--- src/rtl/segchk_pkg.sv ---
package segchk_pkg;

  typedef enum logic [1:0] {
    KIND_READ  = 2'd0,
    KIND_WRITE = 2'd1,
    KIND_FETCH = 2'd2,
    KIND_RSVD  = 2'd3
  } acc_kind_e;

  typedef enum logic [2:0] {
    FLT_NONE    = 3'd0,
    FLT_NULL    = 3'd1,
    FLT_ABSENT  = 3'd2,
    FLT_LIMIT   = 3'd3,
    FLT_TYPE    = 3'd4,
    FLT_PRIV    = 3'd5
  } fault_e;

  localparam int unsigned DESC_W  = 64;
  localparam int unsigned ADDR_W  = 32;
  localparam int unsigned LIM_W   = 20;
  localparam int unsigned PAGE_SH = 12;

  typedef struct packed {
    logic [ADDR_W-1:0] base;
    logic [LIM_W-1:0]  limit;
    logic              gran;
    logic              present;
    logic [1:0]        dpl;
    logic              code_data;
    logic              exec;
    logic              conf_dir;
    logic              rw_en;
  } seg_desc_t;

  function automatic seg_desc_t unpack_desc(input logic [DESC_W-1:0] raw);
    seg_desc_t d;
    d.base      = {raw[63:56], raw[39:32], raw[31:16]};
    d.limit     = {raw[51:48], raw[15:0]};
    d.gran      = raw[55];
    d.present   = raw[47];
    d.dpl       = raw[46:45];
    d.code_data = raw[44];
    d.exec      = raw[43];
    d.conf_dir  = raw[42];
    d.rw_en     = raw[41];
    return d;
  endfunction

endpackage

--- src/rtl/seg_desc_table.sv ---
module seg_desc_table
  import segchk_pkg::*;
#(
  parameter int unsigned NUM_DESC = 8,
  localparam int unsigned IDX_W   = (NUM_DESC > 1) ? $clog2(NUM_DESC) : 1
) (
  input  logic              clk,
  input  logic              rst_n,
  input  logic              wr_en,
  input  logic [IDX_W-1:0]  wr_idx,
  input  logic [DESC_W-1:0] wr_data,
  input  logic [IDX_W-1:0]  rd_idx,
  output seg_desc_t         rd_desc
);

  logic [DESC_W-1:0] slot_q [NUM_DESC];

  for (genvar g = 0; g < NUM_DESC; g++) begin : g_slot
    always_ff @(posedge clk or negedge rst_n) begin
      if (!rst_n) begin
        slot_q[g] <= '0;
      end else if (wr_en && (wr_idx == IDX_W'(g))) begin
        slot_q[g] <= wr_data;
      end
    end
  end

  logic [DESC_W-1:0] rd_raw;

  always_comb begin
    rd_raw = '0;
    for (int i = 0; i < NUM_DESC; i++) begin
      if (rd_idx == IDX_W'(i)) rd_raw = slot_q[i];
    end
  end

  assign rd_desc = unpack_desc(rd_raw);

endmodule

--- config.mk ---
export PLATFORM = sky130hd
export DESIGN_NAME = seg_desc_table
export DESIGN_NICKNAME = d
export VERILOG_FILES = /design/src/rtl/segchk_pkg.sv /design/src/rtl/seg_desc_table.sv
export SDC_FILE = /design/constraint.sdc
export NUM_CORES = 1
export LEC_CHECK = 0
export ABC_AREA = 1
export CORE_MARGIN = 2
export CORE_UTILIZATION = 55
export DETAILED_ROUTE_END_ITERATION = 12
export PLACE_DENSITY = 0.83
export SLEW_MARGIN = 20
export SYNTH_ARGS = -nofsm -noshare
export SYNTH_HDL_FRONTEND = slang
export SYNTH_SLANG_ARGS = --single-unit
--- constraint.sdc ---
create_clock -name clk -period 4.38 [get_ports clk]
set_input_delay 0.876 -clock clk [delete_from_list [all_inputs] [get_ports clk]]
set_output_delay 0.876 -clock clk [all_outputs]
set_load 0.03 [all_outputs]
==> impl_metrics.yaml <==
run_status:
  status: "finished clean"
synth:
  synth_ff_type: "dfrtp_1"
  ys_types: 19
  synth_nets: 2518
  syn_inst: 2445
  synth_warnings: 0
  syn_avg_cell_area_um2: 8.60
  ys_seq_area_share_pct: 57.1
  synth_edf_count: 0
  synthArstFlopShare_pct: 100
  ys_seq_elements: 480
  syn_area_um2: 21000
min_path:
  min-delay-path-class: "primary input to async pin"
final_layout:
  nFillCells: 2910
  layout.cells.non_filler: 3012
  final_cell_mix: "601 x nand2_1, 480 x dfrtp_1, 409 x o21ai_0"
  largest_reg_flops: 480
  drive_above_1_share_pct: 7.84
  syn_to_final_growth_pct: 16.4
  top_register: "slot_q"
  multi_input_area_um2: 7700
  mostFrequentLayoutCell: "nand2_1"
  fin_nets: 2538
  largestRegisters: "slot_q x480"
  regArea_um2: 12000
  n_antenna_cell: 0
sta:
  final.min_clock_period_ps: 3940
  fin_setup_tns_ps: 0
  drv_slew: 0
  finalHoldViolations: 0
  relSlewSlack_pct: 33.1
  clock_skew_ps: 0
  fmaxAchievable_mhz: 254
  worstMarginPinSlew_ps: 1000
  setup_slack_ps: 438
  period_share_pct: 90.0
  setup_viol: 0
  rsz0062_at_grt: "false"
setup_path:
  worstSetupPathType: "primary input to output pin"
  cp-end-kind: "output pin"
  rr_worst_depth: 2
  cp_max_fo: 69
  crit_path_start_kind: "primary input"
  r2r-end: "slot_q[124]$_DFFE_PN0P_"
  reg2reg_slack_ps: 3620
  reg2reg_from: "slot_q[124]$_DFFE_PN0P_"
  cp.arrival_ps: 3070
  critPathRequiredTime_ps: 3500
run:
  drv_cap: 0
global_route:
  grt_max_degree: 118
  grt.overflow.total: 0
  grt_pass1_vias: 18000
  antenna_found_initial: 0
  grtUsageTotal_pct: 28.5
  grt_pass1_wl_um: 91200
clock_tree:
  cts_tree: "built"
  root_buffer: "clkbuf_16"
  cts_hold_buf: 0
  postCtsSetupRepairBufs: 0
  numCtsBuffers: 48
  cts.htree.levels: 2
  cts.sinks: 480
  path_clk_slew_ps: 60
  ctsResizeCount: 0
  clk_path_buf_depth: 3
  clock_latency_ps: 560
routing:
  post-route-drc-count: 0
  via_per_inst: 6.02
  via_count: 18100
  top_layer: "met4"
  wl_um: 55500
  routedWlPerCell_um: 18.4
  wirelength_met1_um: 22500
  wl_met3_um: 4480
  met2_length_um: 26700
  dr.first_iter.drc_count: 1957
  drtPass1Iterations: 6
  detail-route-antenna-nets: 0
floorplanning:
  die_area_um2: 39800
  die_h_um: 200
  initial_core_util_pct: 55.8
  io-pin-count: 133
  dieWidth_um: 200
  rows: 71
  core-area_um2: 37700
pwr:
  vdd.ir_drop.worst_uv: 364
  power.density_nw_per_um2: 494
  power_w: 0.0121
  power_leakage_nw: 11.2
placement:
  port_buffers: 128
  dp_cells: 2926
  gp_congestion: 0.774
  hpwlAfterDp_um: 31800
  dpl_worst_slack_ps: 546
[how the worst max path moves through the flow]
stage | startpoint | end | slack [ps]
global route | rd_idx[2] | rd_desc[42] | 370
finish | rd_idx[2] | rd_desc[42] | 440
floorplan | rd_idx[0] | rd_desc[0] | 1540
global placement | rd_idx[2] | rd_desc[42] | 570
detailed placement | rd_idx[2] | rd_desc[42] | 550
CTS | rd_idx[2] | rd_desc[42] | 480
[where the power goes]
group	leakage (nW)	internal, W	total [W]	switching (W)
registers	5.95	0.00528	0.00574	0.000466
logic	4.47	0.000868	0.00216	0.00129
clock network	0.794	0.00251	0.00419	0.00168
[metrics by stage]
stage	utilization [%]	hold slack [ps]	instance area, µm²
after floorplan	-	453	21000
after global placement	60.7	465	22900
after detailed placement	60.7	473	22900
after CTS	65.0	387	24500
after global routing	65.0	420	24500
final	65.0	352	24500
[synth_stat cells, types with 3 or more instances]
master / instances / area, µm²
nand3_1: 61 / 305
inv_1: 124 / 465
dfrtp_1: 480 / 12000
nand4_1: 300 / 1880
clkbuf_1: 88 / 330
nor2_1: 183 / 687
inv_2: 3 / 11.3
buf_4: 4 / 30.0
buf_6: 6 / 67.6
a21oi_1: 60 / 300
o21ai_0: 409 / 2050
nand2_1: 608 / 2280
o21ai_1: 11 / 55.1
buf_2: 94 / 470
nor3_2: 3 / 30.0
buf_1: 8 / 30.0
[layer usage]
metal | track usage, % | up-vias
met2 | 47.3 | 921
met1 | 38.0 | 8765
met3 | 4.07 | 152
met4 | 11.5 | 0
met5 | 0 | -
li1 | - | 8283
[cell families (layout without fill, tap and decap cells)]
| family | Yosys count | in the layout | synth area share (%) |
|---|---|---|---|
| and+or+nand+nor | 1158 | 1158 | 24.8 |
| AOI/OAI and AO/OA | 480 | 480 | 11.4 |
| DFF | 480 | 480 | 57.1 |
| buffers and inverters | 327 | 383 | 6.68 |
[area by class of cell]
cell class	instances	share of cell area (%)
timing repair buffer	170	8.26
multi-input combinational	1638	31.4
inverter	127	1.97
sequential	480	49.1
clock buffer	74	5.92
tap	511	2.61
clock inverter	12	0.721
[critical path, cell delays in order]
cell and delay, ps:
clkdlybuf4s50_1 540, inv_6 500, buf_4 410, nand4_1 160, nand4_1 150, nor2_1 50
nand4_1 180, buf_12 160
(Power assumes the default switching activity.)
